**src/rtl/trap_ctl_pkg.sv**
```systemverilog
package trap_ctl_pkg;

  localparam logic [1:0] PRIV_U = 2'd0;
  localparam logic [1:0] PRIV_S = 2'd1;
  localparam logic [1:0] PRIV_M = 2'd3;

  typedef enum logic [1:0] {
    ROUTE_DBG_HOLD,
    ROUTE_DBG_ENTER,
    ROUTE_SUPER,
    ROUTE_MACHINE
  } route_e;

  typedef struct packed {
    logic       sie;
    logic       spie;
    logic       spp;
    logic       mie;
    logic       mpie;
    logic [1:0] mpp;
  } stat_t;

endpackage

```
**src/rtl/trap_route.sv**
```systemverilog
module trap_route
  import trap_ctl_pkg::*;
#(
  parameter int XLEN     = 64,
  parameter int BRK_CODE = 3
) (
  input  logic [XLEN-1:0] cause_i,
  input  logic [1:0]      priv_i,
  input  logic            dbg_active_i,
  input  logic [2:0]      brk_en_i,     // [2] machine, [1] supervisor, [0] user
  input  logic [XLEN-1:0] medeleg_i,
  input  logic [XLEN-1:0] mideleg_i,
  output route_e          route_o,
  output logic            is_brk_o,
  output logic            is_intr_o,
  output logic [XLEN-1:0] code_o
);

  localparam int              IDX_W  = $clog2(XLEN);
  localparam logic [XLEN-1:0] XLEN_V = XLEN'(XLEN);
  localparam logic [XLEN-1:0] BRK_V  = XLEN'(BRK_CODE);

  logic            brk_allowed;
  logic            low_priv;
  logic            in_range;
  logic [XLEN-1:0] deleg_vec;
  logic            deleg_bit;

  always_comb begin
    is_intr_o = cause_i[XLEN-1];
    code_o    = {1'b0, cause_i[XLEN-2:0]};
    is_brk_o  = !is_intr_o && (code_o == BRK_V);

    unique case (priv_i)
      PRIV_M:  brk_allowed = brk_en_i[2];
      PRIV_S:  brk_allowed = brk_en_i[1];
      PRIV_U:  brk_allowed = brk_en_i[0];
      default: brk_allowed = 1'b0;
    endcase

    low_priv  = (priv_i == PRIV_U) || (priv_i == PRIV_S);
    in_range  = code_o < XLEN_V;
    deleg_vec = is_intr_o ? mideleg_i : medeleg_i;
    deleg_bit = deleg_vec[code_o[IDX_W-1:0]];

    if (dbg_active_i)                     route_o = ROUTE_DBG_HOLD;
    else if (is_brk_o && brk_allowed)     route_o = ROUTE_DBG_ENTER;
    else if (low_priv && in_range && deleg_bit) route_o = ROUTE_SUPER;
    else                                  route_o = ROUTE_MACHINE;
  end

endmodule

```
**src/rtl/trap_target_pc.sv**
```systemverilog
module trap_target_pc
  import trap_ctl_pkg::*;
#(
  parameter int              XLEN         = 64,
  parameter logic [XLEN-1:0] DBG_ROM_ADDR = 'h800,
  parameter logic [XLEN-1:0] DBG_EXC_ADDR = 'h808
) (
  input  route_e          route_i,
  input  logic            is_brk_i,
  input  logic            is_intr_i,
  input  logic [XLEN-1:0] code_i,
  input  logic [XLEN-1:0] stvec_i,
  input  logic [XLEN-1:0] mtvec_i,
  output logic [XLEN-1:0] pc_o
);

  logic [XLEN-1:0] m_base;
  logic [XLEN-1:0] m_offs;

  always_comb begin
    m_base = {mtvec_i[XLEN-1:1], 1'b0};
    m_offs = (mtvec_i[0] && is_intr_i) ? {code_i[XLEN-3:0], 2'b00} : '0;
    unique case (route_i)
      ROUTE_DBG_HOLD:  pc_o = is_brk_i ? DBG_ROM_ADDR : DBG_EXC_ADDR;
      ROUTE_DBG_ENTER: pc_o = DBG_ROM_ADDR;
      ROUTE_SUPER:     pc_o = stvec_i;
      default:         pc_o = m_base + m_offs;
    endcase
  end

endmodule

```
**src/rtl/trap_status_stack.sv**
```systemverilog
module trap_status_stack
  import trap_ctl_pkg::*;
(
  input  route_e     route_i,
  input  logic [1:0] priv_i,
  input  stat_t      stat_i,
  output stat_t      stat_o,
  output logic       we_o
);

  always_comb begin
    stat_o = stat_i;
    we_o   = 1'b0;
    unique case (route_i)
      ROUTE_SUPER: begin
        stat_o.spie = stat_i.sie;
        stat_o.spp  = priv_i[0];
        stat_o.sie  = 1'b0;
        we_o        = 1'b1;
      end
      ROUTE_MACHINE: begin
        stat_o.mpie = stat_i.mie;
        stat_o.mpp  = priv_i;
        stat_o.mie  = 1'b0;
        we_o        = 1'b1;
      end
      default: ;
    endcase
  end

endmodule

```
**src/rtl/trap_entry_ctl.sv**
```systemverilog
module trap_entry_ctl
  import trap_ctl_pkg::*;
#(
  parameter int              XLEN          = 64,
  parameter int              VSTATE_W      = 32,
  parameter int              BRK_CODE      = 3,
  parameter logic [2:0]      DBG_SWBP_CODE = 3'd1,
  parameter logic [XLEN-1:0] DBG_ROM_ADDR  = 'h800,
  parameter logic [XLEN-1:0] DBG_EXC_ADDR  = 'h808
) (
  input  logic                clk,
  input  logic                rst,
  input  logic                trap_valid_i,
  input  logic [XLEN-1:0]     cause_i,
  input  logic [XLEN-1:0]     tval_i,
  input  logic [XLEN-1:0]     epc_i,
  input  logic [1:0]          priv_i,
  input  logic                dbg_active_i,
  input  logic                brk_en_m_i,
  input  logic                brk_en_s_i,
  input  logic                brk_en_u_i,
  input  logic [XLEN-1:0]     medeleg_i,
  input  logic [XLEN-1:0]     mideleg_i,
  input  logic [XLEN-1:0]     stvec_i,
  input  logic [XLEN-1:0]     mtvec_i,
  input  logic [VSTATE_W-1:0] vstate_i,
  input  logic                sie_i,
  input  logic                spie_i,
  input  logic                spp_i,
  input  logic                mie_i,
  input  logic                mpie_i,
  input  logic [1:0]          mpp_i,
  output logic                commit_o,
  output logic [XLEN-1:0]     pc_o,
  output logic [1:0]          priv_o,
  output logic                s_we_o,
  output logic                m_we_o,
  output logic                dbg_we_o,
  output logic                status_we_o,
  output logic [XLEN-1:0]     cause_o,
  output logic [XLEN-1:0]     epc_o,
  output logic [XLEN-1:0]     tval_o,
  output logic [VSTATE_W-1:0] vsave_o,
  output logic                sie_o,
  output logic                spie_o,
  output logic                spp_o,
  output logic                mie_o,
  output logic                mpie_o,
  output logic [1:0]          mpp_o,
  output logic [2:0]          dbg_cause_o,
  output logic [1:0]          dbg_prv_o
);

  route_e          route;
  logic            is_brk;
  logic            is_intr;
  logic [XLEN-1:0] code;
  logic [XLEN-1:0] pc_nxt;
  logic [1:0]      priv_nxt;
  stat_t           stat_in;
  stat_t           stat_nxt;
  stat_t           stat_q;
  logic            stat_we_nxt;

  assign stat_in = '{sie: sie_i, spie: spie_i, spp: spp_i,
                     mie: mie_i, mpie: mpie_i, mpp: mpp_i};

  trap_route #(.XLEN(XLEN), .BRK_CODE(BRK_CODE)) route_i (
    .cause_i      (cause_i),
    .priv_i       (priv_i),
    .dbg_active_i (dbg_active_i),
    .brk_en_i     ({brk_en_m_i, brk_en_s_i, brk_en_u_i}),
    .medeleg_i    (medeleg_i),
    .mideleg_i    (mideleg_i),
    .route_o      (route),
    .is_brk_o     (is_brk),
    .is_intr_o    (is_intr),
    .code_o       (code)
  );

  trap_target_pc #(.XLEN(XLEN), .DBG_ROM_ADDR(DBG_ROM_ADDR),
                   .DBG_EXC_ADDR(DBG_EXC_ADDR)) tpc_i (
    .route_i   (route),
    .is_brk_i  (is_brk),
    .is_intr_i (is_intr),
    .code_i    (code),
    .stvec_i   (stvec_i),
    .mtvec_i   (mtvec_i),
    .pc_o      (pc_nxt)
  );

  trap_status_stack stk_i (
    .route_i (route),
    .priv_i  (priv_i),
    .stat_i  (stat_in),
    .stat_o  (stat_nxt),
    .we_o    (stat_we_nxt)
  );

  always_comb begin
    unique case (route)
      ROUTE_DBG_HOLD: priv_nxt = priv_i;
      ROUTE_SUPER:    priv_nxt = PRIV_S;
      default:        priv_nxt = PRIV_M;
    endcase
  end

  // Control strobes: live for exactly the cycle after a request.
  always_ff @(posedge clk) begin
    if (rst) begin
      commit_o    <= 1'b0;
      s_we_o      <= 1'b0;
      m_we_o      <= 1'b0;
      dbg_we_o    <= 1'b0;
      status_we_o <= 1'b0;
    end else begin
      commit_o    <= trap_valid_i;
      s_we_o      <= trap_valid_i && (route == ROUTE_SUPER);
      m_we_o      <= trap_valid_i && (route == ROUTE_MACHINE);
      dbg_we_o    <= trap_valid_i && (route == ROUTE_DBG_ENTER);
      status_we_o <= trap_valid_i && stat_we_nxt;
    end
  end

  // Data payload: loaded on a request, held otherwise.
  always_ff @(posedge clk) begin
    if (rst) begin
      pc_o        <= '0;
      priv_o      <= '0;
      cause_o     <= '0;
      epc_o       <= '0;
      tval_o      <= '0;
      vsave_o     <= '0;
      stat_q      <= '0;
      dbg_cause_o <= '0;
      dbg_prv_o   <= '0;
    end else if (trap_valid_i) begin
      pc_o      <= pc_nxt;
      priv_o    <= priv_nxt;
      cause_o   <= cause_i;
      epc_o     <= epc_i;
      tval_o    <= tval_i;
      vsave_o   <= vstate_i;
      stat_q    <= stat_nxt;
      dbg_prv_o <= priv_i;
      if (route == ROUTE_DBG_ENTER) dbg_cause_o <= DBG_SWBP_CODE;
    end
  end

  assign sie_o  = stat_q.sie;
  assign spie_o = stat_q.spie;
  assign spp_o  = stat_q.spp;
  assign mie_o  = stat_q.mie;
  assign mpie_o = stat_q.mpie;
  assign mpp_o  = stat_q.mpp;

  AST_COMMIT_AFTER_REQ: assert property (@(posedge clk) disable iff (rst) commit_o |-> $past(trap_valid_i));
  AST_WE_NEEDS_COMMIT: assert property (@(posedge clk) disable iff (rst) (s_we_o || m_we_o || dbg_we_o || status_we_o) |-> commit_o);
  AST_DEBUG_HOLD_QUIET: assert property (@(posedge clk) disable iff (rst) (trap_valid_i && dbg_active_i) |=> (commit_o && !s_we_o && !m_we_o && !dbg_we_o && !status_we_o));
  AST_DEBUG_ENTRY_TARGET: assert property (@(posedge clk) disable iff (rst) dbg_we_o |-> (pc_o == DBG_ROM_ADDR && priv_o == PRIV_M && !status_we_o));
  AST_SINGLE_TARGET: assert property (@(posedge clk) disable iff (rst) $onehot0({s_we_o, m_we_o, dbg_we_o}));
  AST_NO_DELEG_FROM_M: assert property (@(posedge clk) disable iff (rst) (trap_valid_i && priv_i == PRIV_M) |=> !s_we_o);
  AST_SUPER_ENTRY: assert property (@(posedge clk) disable iff (rst) s_we_o |-> (priv_o == PRIV_S && !sie_o && status_we_o));
  AST_MACHINE_ENTRY: assert property (@(posedge clk) disable iff (rst) m_we_o |-> (priv_o == PRIV_M && !mie_o && status_we_o));

endmodule

```
**config.mk**
```make
export PLATFORM = sky130hd
export DESIGN_NAME = trap_entry_ctl
export DESIGN_NICKNAME = d
export VERILOG_FILES = /design/src/rtl/trap_ctl_pkg.sv /design/src/rtl/trap_route.sv /design/src/rtl/trap_target_pc.sv /design/src/rtl/trap_status_stack.sv /design/src/rtl/trap_entry_ctl.sv
export SDC_FILE = /design/constraint.sdc
export NUM_CORES = 1
export LEC_CHECK = 0
export BUFFER_PORTS_ARGS = -buffer_cell sky130_fd_sc_hd__buf_2
export CORE_AREA = 2 2 316 318
export CTS_BUF_LIST = sky130_fd_sc_hd__clkbuf_2
export CTS_CLUSTER_DIAMETER = 30
export CTS_CLUSTER_SIZE = 30
export DETAILED_ROUTE_END_ITERATION = 12
export DIE_AREA = 0 0 318 320
export GPL_TIMING_DRIVEN = 0
export PLACE_DENSITY = 0.5
export SETUP_SLACK_MARGIN = 0.5
export SLEW_MARGIN = 10
export SYNTH_ARGS = -nofsm -noshare
export SYNTH_HDL_FRONTEND = slang
export SYNTH_HIERARCHICAL = 1
export SYNTH_SLANG_ARGS = --single-unit
```
**constraint.sdc**
```tcl
create_clock -name clk -period 4.3 [get_ports clk]
set_input_delay 1.075 -clock clk [delete_from_list [all_inputs] [get_ports clk]]
set_output_delay 1.075 -clock clk [all_outputs]
set_load 0.01 [all_outputs]
```
# Word-level counts from Yosys, hierarchy flattened
# Cells that the tools add are included.
dict set report word_totals {
  output_inout_bits 307
  wordCells 57
  register_bits 305
  input_bits 496
}
dict set report classes {
  addsub 1
  n_eq_ne 6
  reduce_logical 15
  n_mux 14
  magnitude_cmp 2
}
# operator n
set op_table {}
lappend op_table {{one-hot mux 64 bit (3 select lines)} 1}
lappend op_table {{2-to-1 mux 64 bit} 2}
lappend op_table {{adder 64 bit} 1}
lappend op_table {{equality test 63 x 2 -> 1 bit (second input constant)} 1}
lappend op_table {{less-than comparator 63 x 7 -> 1 bit (second input constant)} 1}
lappend op_table {{logical AND 1 bit} 9}
lappend op_table {{2-to-1 mux 4 bit} 2}
lappend op_table {{less-than comparator 6 x 7 -> 1 bit (second input constant)} 1}
lappend op_table {{binary-select mux 1 bit (select 6 bit)} 1}
lappend op_table {{equality test 2 bit (second input constant)} 3}
lappend op_table {{equality test 2 x 1 -> 1 bit (second input constant)} 2}
lappend op_table {{logical NOT 2 bit} 2}
lappend op_table {{2-to-1 mux 2 bit} 2}
lappend op_table {{one-hot mux 2 bit (2 select lines)} 1}
lappend op_table {{2-to-1 mux 1 bit} 3}
lappend op_table {{2-to-1 mux 3 bit} 1}
lappend op_table {{one-hot mux 1 bit (3 select lines)} 1}
lappend op_table {{AND reduction 2 bit} 1}
lappend op_table {{OR reduction 2 bit} 1}
lappend op_table {{logical NOT 1 bit} 1}
lappend op_table {{logical OR 1 bit} 1}

# Depth between registers and ports, before layout
# Gate-level depths: netlist (run 1).
dict set report logic_depth {
  ltp_word 11
  ltp_mapped 17
  depth_no_buf 15
}

# Modules after synthesis
# The synthesis (run 1) kept the hierarchy.
# module cells_per_inst n_inst seq_area_each_um2 area_per_inst_um2
set by_module_without_submodules {}
lappend by_module_without_submodules {trap_entry_ctl 983 1 6105.9 10946.7}
lappend by_module_without_submodules {trap_target_pc 757 1 0.0 4815.9}
lappend by_module_without_submodules {trap_route 185 1 0.0 1806.7}
lappend by_module_without_submodules {trap_status_stack 10 1 0.0 106.4}

# Least setup slack after synthesis (run 1)
# Ideal clock, no wire load.
dict set report synth_path {
  path_type {input port to flip-flop}
  from {in cause_i[0]}
  to {reg pc_o[14]}
  arrival_ns 4.247
  n_path_buf 4
  required_time_ns 4.172
  cell_stages 13
  setup_ns 0.128
  slack_ns -0.074
  path_cell_list {buf_2 buf_2 mux4_2 mux4_2 nor3_1 a211oi_1 o21ai_1 buf_1 buf_1 mux2i_1 nor2b_1 mux2i_1 nor2_1}
}
dict set report synth_via {
  elab_chain_len 8
  elab_cells_between_ends 17
  classes_between {1 x add/sub; 1 x order compare; 3 x eq/ne; 7 x mux; 5 x reduce/logical}
}
# element line
set synth_rtl {}
lappend synth_rtl {{from (decl)} trap_entry_ctl.sv:14} ;# input logic [XLEN-1:0] cause_i,
lappend synth_rtl {{less-than comparator 63 x 7 -> 1 bit or binary-select mux 1 bit (select 6 bit) (tied branches)} {trap_route.sv:42, trap_route.sv:44}}
lappend synth_rtl {{logical AND 1 bit or 2-to-1 mux 1 bit (tied branches)} {trap_route.sv:48, trap_route.sv:44}}
lappend synth_rtl {{logical AND 1 bit} trap_route.sv:48} ;# else if (low_priv && in_range && deleg_bit) route_o = ROUTE_SUPER;
lappend synth_rtl {{2-to-1 mux 1 bit} trap_route.sv:48}
lappend synth_rtl {{2-to-1 mux 2 bit *} trap_route.sv:47} ;# else if (is_brk_o && brk_allowed) route_o = ROUTE_DBG_ENTER;
lappend synth_rtl {{2-to-1 mux 2 bit *} trap_route.sv:46} ;# if (dbg_active_i) route_o = ROUTE_DBG_HOLD;
lappend synth_rtl {{named net route[0]} trap_entry_ctl.sv:54} ;# route_e route;
lappend synth_rtl {{equality test 2 bit (tied with other cells)} trap_target_pc.sv:23} ;# unique case (route_i)
lappend synth_rtl {{one-hot mux 64 bit (3 select lines) *} trap_target_pc.sv:23}
lappend synth_rtl {{named net pc_nxt[14]} trap_entry_ctl.sv:58} ;# logic [XLEN-1:0] pc_nxt;
lappend synth_rtl {{to (signal assigned)} trap_entry_ctl.sv:138} ;# pc_o <= pc_nxt;
lappend synth_rtl {{to (decl)} trap_entry_ctl.sv:34} ;# output logic [XLEN-1:0] pc_o,
# The timed path passes the listed nets; every way through them passes the cells marked *. The select of a mux whose other input is x is not followed.
# A chain may end at the register's enable or synchronous reset.

# Final worst setup path (run 1)
dict set report layout_path {
  from {in cause_i[63]}
  to {reg pc_o[45]}
}
dict set report layout_via {
  elab_chain_len 9
  elab_cells_between_ends 17
  classes_between {1 x add/sub; 2 x eq/ne; 8 x mux; 6 x reduce/logical}
}
# element line
set layout_rtl {}
lappend layout_rtl {{2-to-1 mux 64 bit} trap_route.sv:43} ;# deleg_vec = is_intr_o ? mideleg_i : medeleg_i;
lappend layout_rtl {{binary-select mux 1 bit (select 6 bit)} trap_route.sv:44} ;# deleg_bit = deleg_vec[code_o[IDX_W-1:0]];
lappend layout_rtl {{2-to-1 mux 1 bit (not written as such)} trap_route.sv:44}
lappend layout_rtl {{logical AND 1 bit} trap_route.sv:48}
lappend layout_rtl {{2-to-1 mux 1 bit} trap_route.sv:48}
lappend layout_rtl {{2-to-1 mux 2 bit} trap_route.sv:47}
lappend layout_rtl {{2-to-1 mux 2 bit} trap_route.sv:46}
lappend layout_rtl {{equality test 2 bit (tied with other cells)} trap_target_pc.sv:23}
lappend layout_rtl {{one-hot mux 64 bit (3 select lines) *} trap_target_pc.sv:23}
lappend layout_rtl {{named net pc_nxt[45]} trap_entry_ctl.sv:58}
# Marked as above.

==> flow_metrics.tcl, run 1 <==
set metrics [dict create \
    rows 115 \
    worstSkewPairLatency_ns 1.14 \
    area_growth_syn_to_layout_pct 53.8 \
    finalHoldViolCount 0 \
    ios 803 \
    cts_buffers 90 \
    clk_path_buf_depth 3 \
    wire_per_inst_um 21.4 \
    grt_overflow 0 \
    avgSynthCellArea_um2 9.14 \
    synth_area_um2 17700 \
    outcome "completed" \
    cts_root_buf "clkbuf_2" \
    fp.dieH_um 320 \
    final-max-slew-violation-count 0 \
    endpoint_kind "flop" \
    grt_usage 0.179 \
    routed_via_density 4.32 \
    syn_inst 1932 \
    start_kind "input pin" \
    core_um2 98000 \
    dieArea_um2 102000 \
    crit_required_ns 5.34 \
    place_congestion 0.942 \
    die_w_um 318 \
    drtAntennaViolNets 0 \
    worstHoldPathType "input pin to flop" \
    clkSlewWorstSetupHoldPaths_ns 0.11 \
    max_freq_ghz 0.262 \
    static-leakage-power_nw 13.8 \
    min_period_ns 3.81 \
    drc_errors 0 \
    powerDensity_nw_per_um2 316 \
    period_share 0.887 \
    ir_drop_uv 276 \
    multi_input_area_um2 10300 \
    final_cells 4423 \
    seqCellArea_um2 6110 \
    wl_um 94600 \
    cp_max_fo 10 \
    clock_skew_ns 0 \
    arrival_ns 4.86 \
    whs_ns 0.250 \
    drt_first_pass_iters 5 \
    worst-setup-path-type "input pin to flop" \
    relSlewSlack 0.344 \
    dp_hpwl_um 77600 \
    nets 3600 \
    start_util 0.180 \
    dp_cells 4022 \
    drtIter0Drc 1078 \
    cts_htree_levels 3 \
    grt_pass1_wl_um 133000 \
    nFillCells 10800 \
    tightest_slew_ns 0.977 \
    drive_gt1_frac 0.389 \
    rsz0062_at_grt "true" \
    antenna_found_initial 33 \
    vias 19100 \
    cts.sinks 305 \
    port_buffers 799 \
    grt_pass1_vias 18800 \
    setup_viol 0 \
    grt_max_degree 16 \
    maxCapViolCount 0 \
    cts_tree "done" \
    yosysWarnings 6 \
]
-- area by class of cell --
cell class,instances,area share
plain buffers,199,0.0559
diodes,18,0.00166
inverters,17,0.00235
well taps,1287,0.0593
flip-flops and latches,305,0.225
clock buffers,111,0.0205
clock inverters,57,0.0280
multi-input cells,1411,0.381
repair buffers,1018,0.227
-- flip-flops by register name, indices dropped and copies added, names as in the netlist --
register	count
tval_o	64
m_we_o	1
dbg_cause_o	1
status_we_o	1
mpie_o	1
spp_o	1
cause_o	64
vsave_o	32
epc_o	64
sie_o	1
commit_o	1
mie_o	1
dbg_we_o	1
spie_o	1
dbg_prv_o	2
s_we_o	1
mpp_o	2
priv_o	2
pc_o	64
-- worst max-delay path, stage by stage --
cell      delay (ns)
clkbuf_4        0.23
buf_8           0.21
clkbuf_8        0.20
and3_1          0.15
ha_1            0.22
buf_4           0.16
a21oi_1         0.24
o21ai_0         0.19
nand3_1         0.16
nand4_1         0.24
nor2_1          0.43
o21ai_0         0.29
a21boi_1        0.37
o21ai_0         0.16
xnor2_1         0.19
o21ai_0         0.10
mux2i_1         0.15
nor2_1          0.05
-- layout by cell type (no fill, tap or decap), types with 46 or more instances in the layout --
cell	count
o21ai_0	72
clkbuf_2	130
nor2_1	336
a21oi_1	72
nand2_1	100
clkbuf_1	46
mux2i_1	325
dlygate4sd3_1	202
ha_1	60
buf_4	93
and3_1	72
dfxtp_1	305
buf_2	811
-- routing by layer --
| metal | GRT usage | routed length, um |
|---|---|---|
| met1 | 0.240 | 43300 |
| met2 | 0.280 | 41800 |
| met3 | 0.0526 | 7600 |
| met4 | 0.0454 | 1760 |
| met5 | 0 | 173 |
-- what timing repair did --
action | CTS | global route
hold buffers | 202 | 0
endpoints found under the setup margin | 63 | 38
cloned | 0 | 0
setup buffers | 6 | 8
endpoints found under the hold margin | 201 | 0
pin swaps | 2 | 8
gates resized for setup | 29 | 52
-- final timing paths --
path / slack (ns) / cells past startpoint / endpoint / start
setup reg to reg: 3.49 / 2 / epc_o[1] / epc_o[1]
hold / removal: 0.25 / 3 / cause_o[24] / cause_i[24]
hold reg to reg: 0.48 / 1 / dbg_cause_o[0] / dbg_cause_o[0]
setup / recovery: 0.49 / 18 / pc_o[45] / cause_i[63]
-- power by group --
group / internal, mW / leakage (nW) / switching (mW)
Clock: 1.87 / 0.820 / 1.55
Sequential: 2.99 / 2.51 / 0.0880
Combinational: 0.958 / 10.4 / 1.14
Total: 5.82 / 13.8 / 2.78
-- metrics by stage --
step	setup TNS (ns)	power [mW]	setup WS, ns	cell area, um2	utilization
3_5_place_dp	-101.41	5.04	-2.31	23400	0.239
4_1_cts	0	8.71	0.472	26900	0.275
2_1_floorplan	0	4.18	0.405	17800	-
5_1_grt	0	9.03	0.451	27100	0.277
3_3_place_gp	-282.28	5.03	-4.94	23400	0.239
6_report	0	8.59	0.488	27200	0.277
Note: power is estimated with default switching activity, not from simulation.
==> run 2: changes to the inputs <==
--- a/config.mk
+++ b/config.mk
@@ -5,16 +5,16 @@
 export SDC_FILE = /design/constraint.sdc
 export NUM_CORES = 1
 export LEC_CHECK = 0
+export ABC_AREA = 1
 export BUFFER_PORTS_ARGS = -buffer_cell sky130_fd_sc_hd__buf_2
-export CORE_AREA = 2 2 316 318
+export CORE_AREA = 2 2 310 312
 export CTS_BUF_LIST = sky130_fd_sc_hd__clkbuf_2
 export CTS_CLUSTER_DIAMETER = 30
 export CTS_CLUSTER_SIZE = 30
 export DETAILED_ROUTE_END_ITERATION = 12
-export DIE_AREA = 0 0 318 320
+export DIE_AREA = 0 0 312 314
 export GPL_TIMING_DRIVEN = 0
-export PLACE_DENSITY = 0.5
-export SETUP_SLACK_MARGIN = 0.5
+export PLACE_DENSITY = 0.54
 export SLEW_MARGIN = 10
 export SYNTH_ARGS = -nofsm -noshare
 export SYNTH_HDL_FRONTEND = slang
==> run 2 against run 1 <==
Non-clock buffer count shrank 27. Final cell count grew 30%. First-iteration DRC count grew 49%. Clock skew is the same. Via count grew 31%. Die area shrank 3.7%. Synthesized area grew 13%. Largest cell class unchanged. Total power shrank 6.4%. Worst setup slack lost 0.22 ns. Cell area grew 4.7%. Hold slack lost 0.028 ns. Register-to-register slack gained 0.05 ns.
==> flow_metrics.tcl, run 2 <==
set metrics [dict create \
    dieArea_um2 98000 \
    dp_hpwl_um 96100 \
    avgSynthCellArea_um2 5.95 \
    start_util 0.212 \
    start_kind "input pin" \
    wl_um 115000 \
    drtAntennaViolNets 0 \
    worst-setup-path-type "input pin to flop" \
    fp.dieH_um 314 \
    finalHoldViolCount 0 \
    setup_viol 0 \
    area_growth_syn_to_layout_pct 42.3 \
    drtIter0Drc 1602 \
    wire_per_inst_um 20.0 \
    antenna_found_initial 38 \
    layout_common_cells "841 x buf_2, 828 x nand2_1, 798 x nor2_1" \
    drc_errors 0 \
    nets 4984 \
    fin_ws_ns 0.264 \
    rows 113 \
    grt_pass1_wl_um 163000 \
    period_share 0.939 \
    tightest_slew_ns 1.02 \
    worstHoldPathType "input pin to flop" \
    port_buffers 798 \
    clkSlewWorstSetupHoldPaths_ns 0.15 \
    place_congestion 0.968 \
    cts_root_buf "clkbuf_2" \
    dp_cells 5427 \
    syn_inst 3362 \
    powerDensity_nw_per_um2 283 \
    final_cells 5766 \
    crit_required_ns 5.37 \
    vias 25000 \
    routed_via_density 4.34 \
    worstHoldStart "epc_i[58]" \
    static-leakage-power_nw 15.9 \
    layout_commonest_cell "buf_2" \
    place_ws_ns -0.978 \
    synth_area_um2 20000 \
    grt_overflow 0 \
    worstSkewPairLatency_ns 1.12 \
    grt_pass1_vias 24700 \
    grt_max_degree 14 \
    grt_usage 0.228 \
    endpoint_kind "flop" \
    yosysWarnings 6 \
    cts_tree "done" \
    die_w_um 312 \
    cp_max_fo 10 \
    whs_ns 0.222 \
    final-max-slew-violation-count 0 \
    core_um2 94400 \
    outcome "completed" \
    drive_gt1_frac 0.266 \
    cts_buffers 80 \
    arrival_ns 5.11 \
    critPathLaunch "cause_i[1]" \
    relSlewSlack 0.321 \
    drt_first_pass_iters 6 \
    cts_htree_levels 3 \
    ios 803 \
    final_core_util 0.301 \
    ir_drop_uv 369 \
    rsz0062_at_grt "false" \
    min_period_ns 4.04 \
    clock_skew_ns 0 \
    r2r_start "tval_o[22]" \
    maxCapViolCount 0 \
    max_freq_ghz 0.248 \
    cts.sinks 305 \
    clk_path_buf_depth 3 \
    nFillCells 10800 \
]
## run 2: cell types whose count changed in the layout (fill, tap and decap cells not counted), moves of 150 or more
cell	change
nand2_1	+728
nor2_1	+462
nand3_1	+150
mux2i_1	-325
o21ai_0	+238
inv_1	+412
## run 2: per-stage QoR
stage	instance area (um2)	power (mW)	TNS, ns
6_report	28400	8.04	0
5_1_grt	28400	8.51	0
4_1_cts	28400	8.15	0
3_5_place_dp	25600	5.23	-45.50
3_3_place_gp	25600	5.23	-146.78
2_1_floorplan	20000	4.24	0
## run 2: metal layers
metal  global-route usage  part of all wire
met2                0.386              0.46
met1                0.274              0.41
met5                    0            0.0014
met3               0.0580             0.083
met4               0.0938             0.041
## run 2: cell type report
class	count	area [um2]	area share
antenna	13	32.5	0.00114
buffer	209	1390	0.0488
clock buffer	87	435	0.0153
clock inverter	57	561	0.0197
inverter	442	1660	0.0585
multi-input combinational	2407	10900	0.381
sequential	305	6110	0.215
tap	1265	1580	0.0556
timing repair buffer	981	5830	0.205
## run 2: report_power, final
part | internal, mW | switching (mW)
Combinational | 0.843 | 1.34
Clock | 1.20 | 1.53
Sequential | 3.02 | 0.0971
## run 2: critical path, stage by stage
cell,delay (ns)
dlygate4sd3_1,0.56
buf_2,0.14
buf_2,0.21
inv_1,0.23
buf_2,0.31
nand3_1,0.11
nand3_1,0.20
nand2_1,0.12
nand2_1,0.08
nand4_1,0.08
nor2_1,0.12
a21oi_2,0.14
nor2_2,0.50
clkdlybuf4s15_1,0.81
nand2_1,0.15
nand2_1,0.11
nor2_1,0.05
nor2_1,0.09
## run 2: worst paths after layout
kind             endpoint  cells past startpoint  slack [ns]
max              pc_o[61]                     18        0.26
min             epc_o[58]                      3        0.22
max reg2reg    tval_o[22]                      2        3.54
min reg2reg  dbg_prv_o[1]                      2        0.48
## run 2: what timing repair did
item | in CTS | in global routing
hold buffers | 182 | 0
endpoints found under the hold margin | 189 | 0
buffers inserted | 0 | 0
endpoints found under the setup margin | 0 | 14
gates resized for setup | 0 | 10
==> run 3: changes to the inputs <==
--- a/config.mk
+++ b/config.mk
@@ -7,14 +7,16 @@
 export LEC_CHECK = 0
 export ABC_AREA = 1
 export BUFFER_PORTS_ARGS = -buffer_cell sky130_fd_sc_hd__buf_2
-export CORE_AREA = 2 2 310 312
+export CELL_PAD_IN_SITES_DETAIL_PLACEMENT = 1
+export CELL_PAD_IN_SITES_GLOBAL_PLACEMENT = 2
+export CORE_AREA = 2 2 314 316
 export CTS_BUF_LIST = sky130_fd_sc_hd__clkbuf_2
 export CTS_CLUSTER_DIAMETER = 30
 export CTS_CLUSTER_SIZE = 30
 export DETAILED_ROUTE_END_ITERATION = 12
-export DIE_AREA = 0 0 312 314
+export DIE_AREA = 0 0 316 318
 export GPL_TIMING_DRIVEN = 0
-export PLACE_DENSITY = 0.54
+export PLACE_DENSITY = 0.85
 export SLEW_MARGIN = 10
 export SYNTH_ARGS = -nofsm -noshare
 export SYNTH_HDL_FRONTEND = slang
==> run 3 against run 2 <==
First-iteration DRC count shrank 14%. Combinational power grew 4%. Flip-flop and latch count is the same. Worst setup slack lost 0.24 ns. Maximum frequency shrank 5.6%. Count of clock-buffer cells in the layout grew 13. Clock skew is the same. Die area grew 2.6%. Cell area grew 2.7%. Largest cell class unchanged.
==> flow_metrics.tcl, run 3 (same netlist as run 2, synthesis figures left out) <==
set metrics [dict create \
    critPathLaunch "cause_i[1]" \
    drive_gt1_frac 0.265 \
    rows 115 \
    setup_viol 0 \
    grt_pass1_wl_um 180000 \
    final_cell_area_um2 29200 \
    drc_errors 0 \
    crit_required_ns 5.42 \
    post-cts-setup-buffers 0 \
    cts.sinks 305 \
    cp_max_fo 10 \
    clock_power_share 0.391 \
    worstSkewPairLatency_ns 1.17 \
    fp.dieH_um 318 \
    wl_um 126000 \
    nets 5034 \
    drt_first_pass_iters 6 \
    drtIter0Drc 1377 \
    arrival_ns 5.39 \
    dp_hpwl_um 102000 \
    final-max-slew-violation-count 0 \
    grt_pass1_vias 27200 \
    clock_skew_ns 0 \
    cts_tree "done" \
    seqPwrFrac 0.352 \
    intPower_mw 5.76 \
    static-leakage-power_nw 16.2 \
    grt_overflow 0 \
    combPwrFrac 0.256 \
    powerDensity_nw_per_um2 304 \
    layout_commonest_cell "buf_2" \
    relSlewSlack 0.308 \
    start_util 0.205 \
    place_ws_ns -1.01 \
    outcome "completed" \
    total_power_mw 8.88 \
    core_um2 97400 \
    min_period_ns 4.28 \
    ios 803 \
    fin_ws_ns 0.0249 \
    max_freq_ghz 0.234 \
    period_share 0.994 \
    rsz0062_at_grt "false" \
    maxCapViolCount 0 \
    ir_drop_uv 238 \
    cts_buffers 89 \
    routed_via_density 4.43 \
    wire_per_inst_um 21.5 \
    grt_max_degree 15 \
    cts_htree_levels 3 \
    final_core_util 0.300 \
    worst-setup-path-type "input pin to flop" \
    area_growth_syn_to_layout_pct 46.2 \
    layout_common_cells "841 x buf_2, 828 x nand2_1, 798 x nor2_1" \
    grt_usage 0.244 \
    finalHoldViolCount 0 \
    endpoint_kind "flop" \
    dieArea_um2 100000 \
    die_w_um 316 \
    swShare 0.352 \
    clk_path_buf_depth 3 \
    port_buffers 798 \
    cts_root_buf "clkbuf_2" \
    placed_cell_area_um2 25600 \
    start_kind "input pin" \
    place_congestion 0.909 \
    clkSlewWorstSetupHoldPaths_ns 0.12 \
    antenna_found_initial 41 \
    r2r_start "cause_o[48]" \
    power_switching_mw 3.12 \
    worstHoldStart "stvec_i[48]" \
    drtAntennaViolNets 0 \
    worstHoldPathType "input pin to flop" \
    vias 25900 \
    tightest_slew_ns 1.04 \
]
## run 3: cell count changes in the layout (fill, tap and decap cells not counted), sizes merged
cell / change
clkinvlp: -2
diode: +4
bufinv: +10
inv: -6
clkbuf: +13
dlygate4sd3: +41
clkinv: +7
## run 3: final cells by class
type	instances	area, um2
Antenna cell	17	42.5
Buffer	209	1390
Clock buffer	100	500
Clock inverter	66	816
Fill cell	12800	68200
Inverter	442	1660
Multi-Input combinational cell	2407	10900
Sequential cell	305	6110
Tap cell	1287	1610
Timing Repair Buffer	1022	6240
## run 3: power by group through the flow
stage                     registers, mW  clock network, mW  logic [mW]
after floorplan                    3.26                  0       0.974
after global placement             3.18                  0        2.07
after detailed placement           3.18                  0        2.09
after CTS                          3.12               3.61        2.27
after global routing               3.15               3.75        2.50
final                              3.13               3.48        2.28
## run 3: what timing repair did
action | 4_1_cts | 5_1_grt
hold buffers | 223 | 0
gates resized for setup | 0 | 8
endpoints found under the setup margin | 0 | 28
hold endpoints to repair | 229 | 0
## run 3: per-stage QoR
stage	instances	hold slack [ns]	TNS, ns
final	5855	0.257	0
after global routing	5851	0.0695	0
after CTS	5838	0.000965	0
after detailed placement	5449	0.455	-44.64
after global placement	5448	0.445	-125.04
after floorplan	3363	0.480	0
## run 3: critical path, cell delays in order
cell,delay [ns]
dlygate4sd3_1,0.56
buf_2,0.15
buf_2,0.21
inv_1,0.22
buf_2,0.33
nand3_1,0.12
nand3_1,0.11
nand2_1,0.17
nand2_1,0.10
nand4_1,0.08
nor2_1,0.12
a21oi_2,0.13
nor2_2,0.55
clkbuf_1,0.78
nand2_1,0.18
o311ai_0,0.22
nor2_1,0.14
nor2_1,0.12
## run 3: final timing paths
check | end | slack [ns] | depth (start not counted)
max | pc_o[3] | 0.02 | 18
max reg2reg | cause_o[48] | 3.42 | 2
min reg2reg | dbg_cause_o[0] | 0.47 | 2
min | pc_o[48] | 0.26 | 5
## run 3: routing by layer
| metal | vias to the layer above | global-route usage | wire [um] |
|---|---|---|---|
| met1 | 12200 | 0.288 | 52200 |
| met5 | - | 0 | 207 |
| met4 | 34 | 0.105 | 5290 |
| li1 | 12600 | - | - |
| met2 | 901 | 0.416 | 59200 |
| met3 | 235 | 0.0618 | 8780 |
